==> config.mk <==
export PLATFORM = sky130hd
export DESIGN_NAME = secded_codec
export DESIGN_NICKNAME = d
export VERILOG_FILES = /design/src/rtl/secded_pkg.sv /design/src/rtl/secded_parity.sv /design/src/rtl/secded_enc.sv /design/src/rtl/secded_dec.sv /design/src/rtl/secded_codec.sv
export SDC_FILE = /design/constraint.sdc
export NUM_CORES = 1
export LEC_CHECK = 0
export ABC_AREA = 1
export BUFFER_PORTS_ARGS = -buffer_cell sky130_fd_sc_hd__buf_2
export CAP_MARGIN = 20
export CORE_MARGIN = 5
export CORE_UTILIZATION = 54
export DETAILED_ROUTE_END_ITERATION = 12
export PLACE_DENSITY_LB_ADDON = 0.08
export RECOVER_POWER = 25
export SYNTH_ARGS = -nofsm -noshare
export SYNTH_HDL_FRONTEND = slang
export SYNTH_SLANG_ARGS = --single-unit
export TNS_END_PERCENT = 30
==> constraint.sdc <==
create_clock -name vclk -period 2.7
set_input_delay 0.405 -clock vclk [all_inputs]
set_output_delay 0.405 -clock vclk [all_outputs]
set_load 0.02 [all_outputs]
==> src/rtl/secded_pkg.sv <==
package secded_pkg;

   typedef enum logic [1:0] {
      ST_CLEAN = 2'b00,
      ST_FIXED = 2'b01,
      ST_BAD   = 2'b10
   } secded_status_e;

   // number of Hamming check bits needed for a data width
   function automatic int unsigned check_bits(int unsigned dw);
      int unsigned r;
      r = 0;
      while ((1 << r) < (dw + r + 1)) r++;
      return r;
   endfunction

   function automatic bit is_pow2(int unsigned p);
      return (p != 0) && ((p & (p - 1)) == 0);
   endfunction

   // 1-based codeword position carrying data bit j
   function automatic int unsigned data_slot(int unsigned j);
      int unsigned res;
      int unsigned cnt;
      res = 0;
      cnt = 0;
      for (int unsigned p = 1; p < 4096; p++) begin
         if (res == 0 && !is_pow2(p)) begin
            if (cnt == j) res = p;
            cnt++;
         end
      end
      return res;
   endfunction

endpackage

==> src/rtl/secded_parity.sv <==
// XOR tree: bit k of chk_o is the parity of every position whose index has bit k set
module secded_parity #(
   parameter int unsigned HAM_W = 38,
   parameter int unsigned PAR_W = 6
) (
   input  logic [HAM_W-1:0] vec_i,
   output logic [PAR_W-1:0] chk_o
);
   for (genvar k = 0; k < PAR_W; k++) begin : g_chk
      logic [HAM_W-1:0] sel;
      for (genvar p = 1; p <= HAM_W; p++) begin : g_pos
         if (((p >> k) & 1) == 1) begin : g_in
            assign sel[p-1] = vec_i[p-1];
         end else begin : g_out
            assign sel[p-1] = 1'b0;
         end
      end
      assign chk_o[k] = ^sel;
   end
endmodule

==> src/rtl/secded_enc.sv <==
module secded_enc
   import secded_pkg::*;
#(
   parameter int unsigned DATA_W = 32,
   localparam int unsigned PAR_W  = check_bits(DATA_W),
   localparam int unsigned HAM_W  = DATA_W + PAR_W,
   localparam int unsigned CODE_W = HAM_W + 1
) (
   input  logic [DATA_W-1:0] data_i,
   output logic [CODE_W-1:0] code_o
);
   logic [HAM_W-1:0] spread;
   logic [HAM_W-1:0] ham;
   logic [PAR_W-1:0] chk;

   for (genvar j = 0; j < DATA_W; j++) begin : g_spread
      assign spread[data_slot(j)-1] = data_i[j];
   end
   for (genvar k = 0; k < PAR_W; k++) begin : g_hole
      assign spread[(1 << k)-1] = 1'b0;
   end

   secded_parity #(.HAM_W(HAM_W), .PAR_W(PAR_W)) u_par (
      .vec_i (spread),
      .chk_o (chk)
   );

   for (genvar p = 1; p <= HAM_W; p++) begin : g_ham
      if (is_pow2(p)) begin : g_chk
         assign ham[p-1] = chk[$clog2(p)];
      end else begin : g_dat
         assign ham[p-1] = spread[p-1];
      end
   end

   assign code_o = {^ham, ham};
endmodule

==> src/rtl/secded_dec.sv <==
module secded_dec
   import secded_pkg::*;
#(
   parameter int unsigned DATA_W = 32,
   localparam int unsigned PAR_W  = check_bits(DATA_W),
   localparam int unsigned HAM_W  = DATA_W + PAR_W,
   localparam int unsigned CODE_W = HAM_W + 1
) (
   input  logic [CODE_W-1:0] code_i,
   output logic [DATA_W-1:0] data_o,
   output secded_status_e    status_o
);
   logic [PAR_W-1:0] syn;
   logic [HAM_W-1:0] fixed;
   logic             par_odd;
   logic             syn_nz;
   logic             in_range;
   logic             do_fix;

   secded_parity #(.HAM_W(HAM_W), .PAR_W(PAR_W)) u_syn (
      .vec_i (code_i[HAM_W-1:0]),
      .chk_o (syn)
   );

   assign par_odd  = ^code_i;
   assign syn_nz   = |syn;
   assign in_range = (syn <= PAR_W'(HAM_W));
   assign do_fix   = syn_nz && par_odd && in_range;

   for (genvar p = 1; p <= HAM_W; p++) begin : g_fix
      assign fixed[p-1] = code_i[p-1] ^ (do_fix && (syn == PAR_W'(p)));
   end

   for (genvar j = 0; j < DATA_W; j++) begin : g_gather
      assign data_o[j] = fixed[data_slot(j)-1];
   end

   always_comb begin
      if (!syn_nz && !par_odd) status_o = ST_CLEAN;
      else if (!syn_nz)        status_o = ST_FIXED;
      else if (do_fix)         status_o = ST_FIXED;
      else                     status_o = ST_BAD;
   end
endmodule

==> src/rtl/secded_codec.sv <==
module secded_codec
   import secded_pkg::*;
#(
   parameter int unsigned DATA_W = 32,
   parameter int unsigned CODE_W = DATA_W + check_bits(DATA_W) + 1
) (
   input  logic [DATA_W-1:0] enc_data_i,
   output logic [CODE_W-1:0] enc_code_o,
   input  logic [CODE_W-1:0] dec_code_i,
   output logic [DATA_W-1:0] dec_data_o,
   output logic [1:0]        dec_status_o
);
   if (DATA_W < 4 || DATA_W > 1024) begin : g_bad_width
      $error("secded_codec: DATA_W must lie in 4..1024");
   end
   if (CODE_W != DATA_W + check_bits(DATA_W) + 1) begin : g_bad_code
      $error("secded_codec: CODE_W does not match DATA_W");
   end

   secded_status_e status;

   secded_enc #(.DATA_W(DATA_W)) u_enc (
      .data_i (enc_data_i),
      .code_o (enc_code_o)
   );

   secded_dec #(.DATA_W(DATA_W)) u_dec (
      .code_i   (dec_code_i),
      .data_o   (dec_data_o),
      .status_o (status)
   );

   assign dec_status_o = status;
endmodule

=== Yosys cells after proc, flatten, opt, wreduce, memory -nomap -nowiden ===
Index checks and enable logic that the tools add are counted.

* Output and inout port bits: 73
* Register bits after elaboration: 0
* Input bits: 71

* Bitwise logic cells: 32
* Order comparisons: 1
* Reductions and logical operators: 52
* Multiplexer cells: 3
* Equality and inequality tests: 32

{| class="wikitable"
|+ Operators by type and width
! operator !! count
|-
| 38-bit parity || 13
|-
| 6-bit by 5-bit == test with 1-bit output, second input constant || 15
|-
| 6-bit by 4-bit == test with 1-bit output, second input constant || 7
|-
| 39-bit parity || 1
|-
| 6-bit == test, second input constant || 6
|-
| 1-bit logical AND || 35
|-
| 1-bit bitwise XOR || 32
|-
| 6-bit by 3-bit == test with 1-bit output, second input constant || 3
|-
| 6-bit by 2-bit == test with 1-bit output, second input constant || 1
|-
| 6-bit <= comparator, second input constant || 1
|-
| 2-bit two-way mux || 3
|-
| 6-bit OR reduction || 1
|-
| 1-bit logical NOT || 2
|}

=== Longest topological paths before layout ===
* Depth after elaboration: 7
* Mapped depth: 22
* Mapped depth without buffers: 20

=== Hierarchy ===
A second synthesis with hierarchy kept.

* Cells, all modules: 1294
* Area total of the unflattened synthesis: 5870.6 um^2

{| class="wikitable"
|+ Modules (own cells, without submodules)
! module !! instances !! area each (um^2) !! cells an instance !! seq. area each (um^2)
|-
| secded_parity || 2 || 1400.1 || 294 || 0.0
|-
| secded_dec || 1 || 1913.1 || 443 || 0.0
|-
| secded_enc || 1 || 1157.4 || 263 || 0.0
|}

=== Worst setup path before layout ===
No wires, ideal clock.

* Path type: input to output
* From: input port dec_code_i[14]
* To: output port dec_status_o[1]
* Slack: 0.128 ns
* Data arrival time: 2.167 ns
* Stages on the path: 19
* Data required time: 2.295 ns
* Cell sequence: buf_4 -> inv_2 -> nand2_1 -> nand2_1 -> nand2_1 -> nand2_1 -> nand2_1 -> nand2_1 -> inv_2 -> nand2_1 -> nand3_1 -> nand2_1 -> nand2_1 -> nor2_1 -> nand2_1 -> nand2_2 -> nand2_4 -> buf_6 -> a21boi_1

* Cells in the longest elaborated chain, start to end: 7
* Elaborated cells on any way between the ends: 15
* Those cells by class: 1 x order compare; 3 x mux; 11 x reduce/logical

{| class="wikitable"
|+ Ends and longest elaborated chain
! element !! line !! RTL
|-
| start, declared || secded_codec.sv:9 || <nowiki>input logic [CODE_W-1:0] dec_code_i,</nowiki>
|-
| parallel branches: the longest is 6 deep, another holds 6-bit <= comparator || n/a ||
|-
| 2-bit two-way mux * || secded_dec.sv:39 || <nowiki>if (!syn_nz && !par_odd) status_o = ST_CLEAN;</nowiki>
|-
| end, declared || secded_codec.sv:11 || <nowiki>output logic [1:0] dec_status_o</nowiki>
|}

Every way passes the cells marked *.

=== Worst setup path after layout ===
* From: input port dec_code_i[7]
* To: output port dec_data_o[3]

* Cells in the longest elaborated chain, start to end: 6
* Elaborated cells on any way between the ends: 9
* Those cells by class: 1 x order compare; 1 x eq/ne; 1 x bitwise; 6 x reduce/logical

{| class="wikitable"
|+ Ends and longest elaborated chain
! element !! line !! RTL
|-
| parallel branches: the longest is 4 deep, another holds 6-bit <= comparator || n/a ||
|-
| 1-bit logical AND * || secded_dec.sv:31 || <nowiki>assign fixed[p-1] = code_i[p-1] ^ (do_fix && (syn == PAR_W'(p)));</nowiki>
|-
| 1-bit bitwise XOR * || secded_dec.sv:31 ||
|-
| end, declared || secded_codec.sv:10 || <nowiki>output logic [DATA_W-1:0] dec_data_o,</nowiki>
|}

Marked as above.

==> flow_summary.yaml <==
run_status:
  status: "finished, violations left"
  violations: "setup timing"
layout:
  seq_cell_count: 0
  area_growth_syn_to_layout_pct: 60.6
  instances_no_fill: 1060
  post-route-util_pct: 89.6
  diodes: 0
  fillers: 375
  final_nets: 1034
  seq_area_um2: 0
  nClkBuffers: 0
  drive_above_1_share_pct: 51.8
synthesis:
  netlist_area_um2: 4070
  synth_commonest_cells: "372 x nand2_1, 61 x inv_1, 52 x xnor2_1, 51 x nand3_1, 47 x nor2_1"
  yosysWarnings: 0
  synth_top_area_share_pct: 34.3
  synth_nets: 856
  yosysUniqueCellTypes: 31
  syn_inst: 785
  synth_area_leaders: "nand2_1 34%, xnor2_1 11%, nand3_2 7.6%, buf_4 7.2%, xor2_1 6.5%"
  ys_seq_area_share_pct: 0
  synth_top_cell_by_area: "nand2_1"
  yosysMostFrequentCell: "nand2_1"
  syn_avg_cell_area_um2: 5.18
timing:
  min_period_over_period_pct: 114
  worst_slew_pin_slew_ns: 0.373
  fin_ws_ns: -0.369
  slew_headroom_pct: 75.0
  fmax_mhz: 326
  slew_viol_final: 0
  setup_violations: 35
  rsz0062_at_grt: "yes"
  period_needed_ns: 3.07
  hold_viol: 0
clock_tree:
  cts.hold.buffers_added: 0
power_and_ir_drop:
  swShare_pct: 60.8
  netSwitchingPower_mw: 1.95
  power-per-cell-area_nw_per_um2: 490
  seqPwrFrac_pct: 0
  clkPwrFrac_pct: 0
  irDropWorstVdd_mv: 0.420
  p_int_mw: 1.25
  pwr-share-comb_pct: 100.0
  p_leak_nw: 3.41
drt:
  via_per_inst: 5.85
  first_pass_iters: 6
  avgRoutedWirePerCell_um: 17.6
  postRouteAntennaNets: 0
  drt-total-wl_um: 18600
  via_count: 6205
  drc_errors: 0
  drtIter0Drc: 484
die:
  row_count: 31
  initial_core_util_pct: 55.7
  die_x_um: 96.8
  io-pin-count: 144
  die_area_um2: 9360
  die_height_um: 96.8
  core_um2: 7290
flow_run:
  drv_cap: 0
global_route:
  grt_usage_pct: 29.4
  grt_pass1_vias: 5388
  grt_pass1_wl_um: 23900
  grt_max_degree: 16
  antenna_found_initial: 0
  grt.overflow.total: 0
placement:
  dp.cells: 1037
  port-buffer-count: 144
  dp.final_hpwl_um: 10800
  pre_cts_slack_ns: -0.280
  gp_congestion: 1.02
worst_hold_path:
  min_path_type: "in2out"
  hold_start: "enc_data_i[29]"
  hold_depth: 2
worst_setup_path:
  path_max_fanout: 11
  worst-endpoint-arrival_ns: 2.66
  endpoint_kind: "output port"
  startpoint_type: "input port"
  required_ns: 2.30
  crit_type: "in2out"
  crit_path_start: "dec_code_i[7]"
power groups by stage:
stage,combinational [mW],sequential [mW],clock (mW)
global placement,2.21,0,0
global route,3.35,0,0
detailed placement,2.25,0,0
CTS,2.92,0,0
finish,3.20,0,0
floorplan,1.69,0,0
placed cells by master (no fill, tap or decap), types with 4 or more instances in the layout:
cell,n
buf_12,12
buf_2,77
buf_4,81
buf_6,47
buf_8,6
clkbuf_1,9
inv_1,38
inv_2,23
inv_4,17
nand2_1,262
nand2_2,95
nand2_4,29
nand3_1,27
nand3_2,47
nand3_4,8
nand3b_1,4
nand4_1,31
nor2_1,15
nor2_2,22
nor2_4,14
xnor2_1,45
xnor2_2,7
xor2_1,27
xor2_2,4
path summary, 6_finish.rpt:
| kind | slack [ns] | end |
|---|---|---|
| setup / recovery | -0.37 | dec_data_o[3] |
| hold / removal | 1.08 | enc_code_o[35] |
cell type report:
cell class                 instances  area (um^2)  share of cell area, %
inverter                          81          369                   5.65
timing repair buffer             232         1890                   28.9
multi-input combinational        648         4150                   63.6
tap                               99          124                   1.90
critical path: stages:
cell and delay [ns]:
buf_4 0.13, buf_6 0.13, xor2_2 0.19, nand2_1 0.09, nand2_2 0.09, nand2_2 0.09, inv_1 0.05, nor2_1 0.20
nand2_1 0.14, nand2_1 0.10, nand2_2 0.07, nand2_1 0.06, nand2_1 0.06, nand2_2 0.10, nand2_4 0.08, clkinv_8 0.10
buf_12 0.15, nand4_1 0.15, nand2_1 0.15, buf_6 0.13
per-layer routing:
metal  vias to the layer above  GRT usage, %  part of all wire [%]
met4                         0          12.7                   8.1
met1                      2801          33.2                    34
met3                       147          3.60                   9.8
met5                         -             0                     0
li1                       2750             -                     -
met2                       507          54.8                    48
cell families after synthesis:
group / after synthesis / share of synthesized area, %
compound gates: 4 / 0.615
xor+xnor: 84 / 18.5
simple gates: 560 / 62.1
buf+inv: 137 / 18.9
through the flow:
stage	hold WS [ns]	power, mW	area, um^2	TNS, ns
final	1.08	3.20	6530	-9.73
after global routing	1.09	3.35	6530	-11.23
after CTS	1.06	2.92	6050	-1.52
after detailed placement	1.06	2.25	5030	-6.56
after global placement	1.06	2.21	5030	-4.77
after floorplan	0.923	1.69	4070	0
repair_timing:
item,in CTS,in global routing
pin swaps,74,97
gates resized for setup,234,172
setup endpoints to repair,34,35
gates cloned,5,0
setup buffers,17,11
(Power assumes the default switching activity.)
